[src/rtl/ebar_pkg.sv]
package ebar_pkg;
  typedef enum logic [2:0] {
    CLS_PROG  = 3'd0,
    CLS_VEC   = 3'd1,
    CLS_STACK = 3'd2,
    CLS_DPAGE = 3'd3,
    CLS_DATA  = 3'd4,
    CLS_LONG  = 3'd5,
    CLS_IXJMP = 3'd6,
    CLS_RSVD  = 3'd7
  } acc_cls_e;
endpackage

[src/rtl/ebar_rst_sync.sv]
module ebar_rst_sync #(
  parameter int STAGES = 2
) (
  input  logic clk,
  input  logic rst_n_a,
  output logic rst_n_s
);
  logic [STAGES-1:0] sync_q;

  always_ff @(posedge clk or negedge rst_n_a) begin
    if (!rst_n_a) sync_q <= '0;
    else          sync_q <= {sync_q[STAGES-2:0], 1'b1};
  end

  assign rst_n_s = sync_q[STAGES-1];
endmodule

[src/rtl/ebar_bank_regs.sv]
module ebar_bank_regs #(
  parameter int BANK_W = 8
) (
  input  logic              clk,
  input  logic              rst_n,
  input  logic              pb_ld,
  input  logic [BANK_W-1:0] pb_in,
  input  logic              db_ld,
  input  logic [BANK_W-1:0] db_in,
  output logic [BANK_W-1:0] pb_q,
  output logic [BANK_W-1:0] db_q
);
  logic [BANK_W-1:0] pb_d, db_d;

  always_comb begin
    pb_d = pb_q;
    db_d = db_q;
    if (pb_ld) pb_d = pb_in;
    if (db_ld) db_d = db_in;
  end

  always_ff @(posedge clk or negedge rst_n) begin
    if (!rst_n) begin
      pb_q <= '0;
      db_q <= '0;
    end else begin
      pb_q <= pb_d;
      db_q <= db_d;
    end
  end


  db_load_lands_chk: assert property (@(posedge clk) disable iff (!rst_n)
    db_ld |=> db_q == $past(db_in));


  pb_hold_chk: assert property (@(posedge clk) disable iff (!rst_n)
    !pb_ld |=> $stable(pb_q));
endmodule

[src/rtl/ebar_addr_gen.sv]
module ebar_addr_gen
  import ebar_pkg::*;
#(
  parameter int OFS_W  = 16,
  parameter int BANK_W = 8,
  localparam int ADDR_W = OFS_W + BANK_W
) (
  input  acc_cls_e          cls,
  input  logic [OFS_W-1:0]  base,
  input  logic [OFS_W-1:0]  idx,
  input  logic              idx_en,
  input  logic [BANK_W-1:0] bank_x,
  input  logic [BANK_W-1:0] pb,
  input  logic [BANK_W-1:0] db,
  output logic [ADDR_W-1:0] addr,
  output logic              pcwrap,
  output logic              err
);
  logic [OFS_W-1:0]  idx_eff;
  logic [OFS_W:0]    short_sum;
  logic [OFS_W-1:0]  short_lo;
  logic [BANK_W-1:0] wide_bank;
  logic [ADDR_W-1:0] wide_sum;

  always_comb begin
    idx_eff   = idx_en ? idx : '0;
    short_sum = {1'b0, base} + {1'b0, idx_eff};
    short_lo  = short_sum[OFS_W-1:0];
    wide_bank = (cls == CLS_LONG) ? bank_x : db;
    wide_sum  = {wide_bank, base} + {{BANK_W{1'b0}}, idx_eff};
  end

  always_comb begin
    addr   = '0;
    pcwrap = 1'b0;
    err    = 1'b0;
    unique case (cls)
      CLS_PROG: begin
        addr   = {pb, short_lo};
        pcwrap = short_sum[OFS_W];
      end
      CLS_VEC:   addr = {{BANK_W{1'b0}}, base};
      CLS_STACK,
      CLS_DPAGE: addr = {{BANK_W{1'b0}}, short_lo};
      CLS_DATA,
      CLS_LONG:  addr = wide_sum;
      CLS_IXJMP: addr = {pb, short_lo};
      default:   err  = 1'b1;
    endcase
  end
endmodule

[src/rtl/ebar_resolver.sv]
module ebar_resolver
  import ebar_pkg::*;
#(
  parameter int OFS_W  = 16,
  parameter int BANK_W = 8,
  parameter int CLS_W  = 3,
  localparam int ADDR_W = OFS_W + BANK_W
) (
  input  logic              clk,
  input  logic              rst_n,
  input  logic              pb_ld,
  input  logic [BANK_W-1:0] pb_in,
  input  logic              db_ld,
  input  logic [BANK_W-1:0] db_in,
  input  logic              acc_vld,
  input  logic [CLS_W-1:0]  acc_cls,
  input  logic [OFS_W-1:0]  acc_base,
  input  logic [OFS_W-1:0]  acc_idx,
  input  logic              idx_en,
  input  logic [BANK_W-1:0] acc_bank,
  output logic              out_vld,
  output logic [ADDR_W-1:0] out_addr,
  output logic              out_pcwrap,
  output logic              out_err
);
  logic              rst_n_s;
  logic [BANK_W-1:0] pb_q, db_q;
  logic [ADDR_W-1:0] gen_addr, addr_d;
  logic              gen_wrap, gen_err, wrap_d, err_d, vld_d;

  ebar_rst_sync #(.STAGES(2)) u_rst (
    .clk     (clk),
    .rst_n_a (rst_n),
    .rst_n_s (rst_n_s)
  );

  ebar_bank_regs #(.BANK_W(BANK_W)) u_banks (
    .clk   (clk),
    .rst_n (rst_n_s),
    .pb_ld (pb_ld),
    .pb_in (pb_in),
    .db_ld (db_ld),
    .db_in (db_in),
    .pb_q  (pb_q),
    .db_q  (db_q)
  );

  ebar_addr_gen #(.OFS_W(OFS_W), .BANK_W(BANK_W)) u_gen (
    .cls    (acc_cls_e'(acc_cls)),
    .base   (acc_base),
    .idx    (acc_idx),
    .idx_en (idx_en),
    .bank_x (acc_bank),
    .pb     (pb_q),
    .db     (db_q),
    .addr   (gen_addr),
    .pcwrap (gen_wrap),
    .err    (gen_err)
  );

  // next state: result registers load only when an access is presented
  always_comb begin
    vld_d  = acc_vld;
    addr_d = out_addr;
    wrap_d = out_pcwrap;
    err_d  = out_err;
    if (acc_vld) begin
      addr_d = gen_addr;
      wrap_d = gen_wrap;
      err_d  = gen_err;
    end
  end

  always_ff @(posedge clk or negedge rst_n_s) begin
    if (!rst_n_s) begin
      out_vld    <= 1'b0;
      out_addr   <= '0;
      out_pcwrap <= 1'b0;
      out_err    <= 1'b0;
    end else begin
      out_vld    <= vld_d;
      out_addr   <= addr_d;
      out_pcwrap <= wrap_d;
      out_err    <= err_d;
    end
  end


  vld_follow_chk: assert property (@(posedge clk) disable iff (!rst_n_s)
    acc_vld |=> out_vld);


  vld_idle_chk: assert property (@(posedge clk) disable iff (!rst_n_s)
    !acc_vld |=> !out_vld);


  vec_bank_zero_chk: assert property (@(posedge clk) disable iff (!rst_n_s)
    (acc_vld && acc_cls == CLS_VEC) |=>
      (out_addr[ADDR_W-1:OFS_W] == '0 && out_addr[OFS_W-1:0] == $past(acc_base)));


  stack_bank_zero_chk: assert property (@(posedge clk) disable iff (!rst_n_s)
    (acc_vld && (acc_cls == CLS_STACK || acc_cls == CLS_DPAGE)) |=>
      out_addr[ADDR_W-1:OFS_W] == '0);


  prog_bank_hold_chk: assert property (@(posedge clk) disable iff (!rst_n_s)
    (acc_vld && acc_cls == CLS_PROG) |=> out_addr[ADDR_W-1:OFS_W] == $past(pb_q));


  ixjmp_in_bank_chk: assert property (@(posedge clk) disable iff (!rst_n_s)
    (acc_vld && acc_cls == CLS_IXJMP) |=>
      (!out_pcwrap && out_addr[ADDR_W-1:OFS_W] == $past(pb_q)));


  rsvd_err_chk: assert property (@(posedge clk) disable iff (!rst_n_s)
    (acc_vld && acc_cls == CLS_RSVD) |=> (out_err && out_addr == '0));


  no_false_err_chk: assert property (@(posedge clk) disable iff (!rst_n_s)
    (acc_vld && acc_cls != CLS_RSVD) |=> !out_err);
endmodule

[config.mk]
export PLATFORM = sky130hd
export DESIGN_NAME = ebar_resolver
export DESIGN_NICKNAME = d
export VERILOG_FILES = /design/src/rtl/ebar_pkg.sv /design/src/rtl/ebar_rst_sync.sv /design/src/rtl/ebar_bank_regs.sv /design/src/rtl/ebar_addr_gen.sv /design/src/rtl/ebar_resolver.sv
export SDC_FILE = /design/constraint.sdc
export NUM_CORES = 1
export LEC_CHECK = 0
export CORE_ASPECT_RATIO = 0.9
export CORE_MARGIN = 2
export CORE_UTILIZATION = 30
export CTS_BUF_LIST = sky130_fd_sc_hd__clkbuf_2 sky130_fd_sc_hd__clkbuf_4 sky130_fd_sc_hd__clkbuf_8
export DETAILED_ROUTE_END_ITERATION = 8
export SYNTH_ARGS = -nofsm -noshare
export SYNTH_HDL_FRONTEND = slang
export SYNTH_HIERARCHICAL = 1
export SYNTH_SLANG_ARGS = --single-unit
[constraint.sdc]
create_clock -name clk -period 3.1 [get_ports clk]
set_input_delay 0.62 -clock clk [delete_from_list [all_inputs] [get_ports clk]]
set_output_delay 0.62 -clock clk [all_outputs]
set_load 0.01 [all_outputs]
; Word-level counts from Yosys, hierarchy flattened
; Cells that the tools add are included.
[word_totals]
ff_bits = 45
wordCells = 25
[classes]
eq_ne = 6
add_sub_neg = 2
reduce_logical = 5
n_mux = 5
[op_table]
columns = operator, n
row1 = $pmux W24 S4, 1
row2 = $add A24 B16 Y24, 1
row3 = $add A16 B16 Y17, 1
row4 = $mux W16, 1
row5 = $eq A3 B3 Y1 const B, 3
row6 = $mux W8, 1
row7 = $reduce_or A7 Y1, 1
row8 = $eq A3 B2 Y1 const B, 2
row9 = $reduce_or A2 Y1, 3
row10 = $eq A3 B1 Y1 const B, 1
row11 = $logic_not A3 Y1, 1
row12 = $mux W1, 2

; Longest topological paths before layout
[logic_depth]
depth_word = 4
depth_mapped = 12

; Hierarchy
; The synthesis kept the hierarchy.
[modules_own_cells]
columns = module, cells_per_inst, n_inst, area_each_um2
row1 = ebar_addr_gen, 234, 1, 1631.6
row2 = ebar_resolver, 56, 1, 1094.8
row3 = ebar_bank_regs, 34, 1, 663.1
row4 = ebar_rst_sync, 3, 1, 53.8

; Worst setup path after synthesis
; Ideal clock, no wire load.
[synth_path]
kind = input-to-reg
start = input acc_idx[0]
end = register out_addr[14]
setup_time_ps = 125
path_buffers = 0
stages = 11
slack_ps = -135
arrival_ps = 3110
path_cell_list = and2_1 -> ha_1 -> fa_1 -> a211oi_2 -> nor3_2 -> or4_1 -> a21o_1 -> a31oi_1 -> xnor2_1 -> a22o_1 -> mux2_4
[synth_between]
elab_chain_cells = 3
word_cells_on_any_way = 4
classes_between = 2 x add/sub / 2 x mux
[synth_rtl]
columns = element, line
row1 = start: declaration, ebar_resolver.sv:18  ; input logic [OFS_W-1:0] acc_idx,
row2 = $mux W16 *, ebar_addr_gen.sv:26  ; idx_eff = idx_en ? idx : '0;
row3 = $add A24 B16 Y24 / $add A16 B16 Y17 (equally long branches), "ebar_addr_gen.sv:30, ebar_addr_gen.sv:27"
row4 = $pmux W24 S4 *, ebar_addr_gen.sv:37  ; unique case (cls)
row5 = named net gen_addr[14], ebar_resolver.sv:28  ; logic [ADDR_W-1:0] gen_addr, addr_d;
row6 = end signal: assignment, ebar_resolver.sv:82  ; out_addr <= addr_d;
row7 = end: declaration, ebar_resolver.sv:22  ; output logic [ADDR_W-1:0] out_addr,
; Mark *: on every way through the listed nets, which the timed path passes. The rest lies on a longest branch.
; A chain may end at the register's enable or synchronous reset.

; Worst setup path in the final report
[layout_path]
start = input idx_en
end = register out_addr[14]
[layout_between]
elab_chain_cells = 3
word_cells_on_any_way = 4
classes_between = 2 x add/sub / 2 x mux
[layout_rtl]
columns = element, line
row1 = start: declaration, ebar_resolver.sv:19  ; input logic idx_en,
row2 = $mux W16 *, ebar_addr_gen.sv:26
row3 = $add A24 B16 Y24 / $add A16 B16 Y17 (equally long branches), "ebar_addr_gen.sv:30, ebar_addr_gen.sv:27"
row4 = $pmux W24 S4 *, ebar_addr_gen.sv:37
row5 = named net gen_addr[14], ebar_resolver.sv:28
; Marks and branches as above.

==> results.toml <==
[outcome]
status = "finished with violations"
failed_checks = "negative setup slack"

[final_layout]
utilization_pct = 46.78
finalNetCount = 558
drive_gt1_share_pct = 32.70
antenna_cells = 0
areaGrowthSynthToFinish_pct = 53.45

[clock_network]
insertion_delay_ns = 0.30
clkSinkCount = 45
h-tree-depth = 2
clock-root-buffer = "clkbuf_8"
cts_tree = "done"
ctsLongestPathBuffers = 2
path_clk_slew_ns = 0.10
cts_buffers = 5

[detailed_routing]
drc = 0
dr_wl_met2_um = 4676
highest_layer = "met4"
wirelength_met1_um = 5083
wl_per_cell_um = 16.36
dr_total_vias = 3121
viasPerCell = 4.930
drt_iter0_markers = 140
final_antenna_net_count = 0
dr.pass1.iters = 4
routed_wl_um = 10360
wl_met3_um = 553

[worst_setup_path]
cp_top_family = "compound AO/OA/AOI/OAI gates"
crit_required_ns = 3.29
reg2reg_slack_ns = 1.06
crit_path_end_kind = "flip-flop"
rr_startpoint = "u_banks/db_q[2]$_DFFE_PN0P_"
crit_path_max_fanout = 5
crit_end = "out_addr[14]$_DFFE_PN0P_"
slowest_delay_ns = 0.50
worstRegToRegCells = 8
cp.arrival_ns = 3.30
crit_slowest_cell = "or4_1"
worst_setup_path_start_kind = "primary input"
crit_cells = 13
crit_chain = "buf_8 > buf_6 > and2_4 > ha_4 > fa_2 > a211oi_4 > nor3_4 > or4_1 > a21o_1 > a31oi_1 > xnor2_1 > a22o_1 > mux2_4"
crit_type = "in2reg"
r2r_end = "out_addr[23]$_DFFE_PN0P_"
setup.worst_path.start = "idx_en"
path_buf_inv = 2

[floorplanning]
placementRows = 37
io_pins = 92
core_mm2 = 0.01130
die_y_um = 105.6
die_area_mm2 = 0.01235
initial_core_util_pct = 30.48
die_w_um = 116.9

[synth]
syn-num-nets = 409
ys_async_sr_fraction_pct = 100.0
synthesis.area_mm2 = 0.003443
ys_ff_latch = 45
ys_types = 56
synth_top_area_cell = "dfrtp_1"
synthCells = 327
synth.most_common_cell = "dfrtp_1"
yosys_warnings = 6
synthFlopType = "dfrtp_1"
synth_area_leaders = "dfrtp_1 33%, mux2_4 16%, ha_1 5.8%, and2_1 2.9%, mux2i_1 2.9%"
synth_edf_count = 0
yosys.area.top_type_share_pct = 32.70
synth.yosys.seq_area_share_pct = 32.70
synth_commonest_cells = "45 x dfrtp_1, 36 x mux2_4, 23 x nand2_1, 20 x o21ai_0"
avgSynthCellArea_um2 = 10.53

[sta]
hold_viol = 0
fin_skew_ns = 0.01058
max_freq_mhz = 321.5
holdWs_ns = 0.3597
final_period_minus_worst_setup_slack_ns = 3.110
setup_slack_ns = -0.01042
timing.final.crit_share_pct = 100.3
drv_slew = 0
tightest_slew_ns = 1.064
setup_violations = 1
rsz0062_at_grt = "yes"
slew_headroom_pct = 28.94

[hold_path]
hp-class = "reg2reg"

[power_and_ir_drop]
ir_worst_vdd_mv = 0.1731
power_density_mw_per_mm2 = 371.9
power.leakage_uw = 0.002367

[placed_design]
place_hpwl_um = 7696
gp_congestion = 0.8703
portBuffers = 91

[global_routing]
grt_first_pass_wirelength_um = 16500
grt_max_degree = 44
grt_pass1_vias = 3165
grt_overflow = 0
antenna_found_initial = 0
track_usage_pct = 17.04

[run]
maxCapViolations = 0
[worst min-delay path by stage]
stage | endpoint | cells past startpoint | startpoint | slack, ns
final | u_rst/sync_q[1]$_DFF_PN0_ | 0 | u_rst/sync_q[0]$_DFF_PN0_ | 0.36
after global routing | u_rst/sync_q[1]$_DFF_PN0_ | 0 | u_rst/sync_q[0]$_DFF_PN0_ | 0.37
after CTS | u_rst/sync_q[1]$_DFF_PN0_ | 0 | u_rst/sync_q[0]$_DFF_PN0_ | 0.36
after detailed placement | u_rst/sync_q[1]$_DFF_PN0_ | 0 | u_rst/sync_q[0]$_DFF_PN0_ | 0.34
after global placement | u_rst/sync_q[1]$_DFF_PN0_ | 0 | u_rst/sync_q[0]$_DFF_PN0_ | 0.34
after floorplan | u_rst/sync_q[0]$_DFF_PN0_ | 0 | rst_n | 0.32
[cell type report]
type,count,area [um2]
clock inverters,3,21.27
inverters,2,7.507
repair buffers,156,1420
clock buffers,5,68.82
flip-flops and latches,45,1127
well taps,156,195.2
multi-input cells,266,2444
fillers,1087,6012
[cells by family (layout without fill, tap and decap cells)]
kind of cell    count (synthesis)  in the layout  synth area share [%]
other cells                     1              1                0.1089
xor+xnor                       14             14                 3.561
mux                            54             54                 21.22
fa+ha+maj                      17             17                 6.395
buf+inv                        16            166                 3.416
flops                          45             45                 32.70
simple gates                   90             90                 14.03
compound gates                 90             90                 18.57
[per-stage QoR]
step | setup TNS, ns | cells | power, uW | setup WS (ns) | instance area (um2)
final | -0.01042 | 633 | 1965 | -0.01042 | 5284
after global routing | -0.2774 | 633 | 2093 | -0.06488 | 5284
after CTS | -0.3195 | 628 | 1944 | -0.09018 | 5072
after detailed placement | -10.50 | 613 | 1521 | -0.8035 | 4861
after global placement | -9.682 | 613 | 1513 | -0.7745 | 4861
after floorplan | -0.005136 | 327 | 1146 | -0.005136 | 3458
[repair_timing]
| action | in CTS | in global routing |
|---|---|---|
| endpoints found under the setup margin | 16 | 14 |
| gates resized for setup | 22 | 32 |
| gates cloned | 1 | 0 |
| pin swaps | 14 | 21 |
| setup buffers | 6 | 5 |
| hold buffers | 0 | 0 |
[routing by layer]
| metal | vias to the layer above | track usage, % |
|---|---|---|
| met5 | - | 0 |
| met4 | 0 | 2.521 |
| met3 | 4 | 3.508 |
| met2 | 85 | 27.09 |
| met1 | 1499 | 24.33 |
| li1 | 1533 | - |
[sequential cells by signal (all words and copies together) (netlist names)]
signal,cells
out_addr,24
u_banks/db_q,8
u_banks/pb_q,8
u_rst/sync_q,2
out_err,1
out_pcwrap,1
out_vld,1
[layout by cell type (no fill, tap or decap), types with 6 or more instances in the layout]
cell type and instances:
mux2_2 8, and2_1 12, dfrtp_1 44, mux2_4 36, nand2_1 23, a21oi_1 9, nor2_1 11, nor3_1 7
a21o_1 11, a22oi_1 8, clkdlybuf4s50_1 85, xnor2_1 8, o21ai_0 16, ha_4 11, a22o_1 6, buf_4 60
mux2i_1 10
[report_power, final]
part	internal (uW)	switching, uW	leakage, uW	total (uW)
registers	671	70.6	0.000545	742
clock network	161	223	0.0000445	383
logic	517	323	0.00178	840
total	1350	617	0.00237	1970
Power figures use the tool's default switching activity.
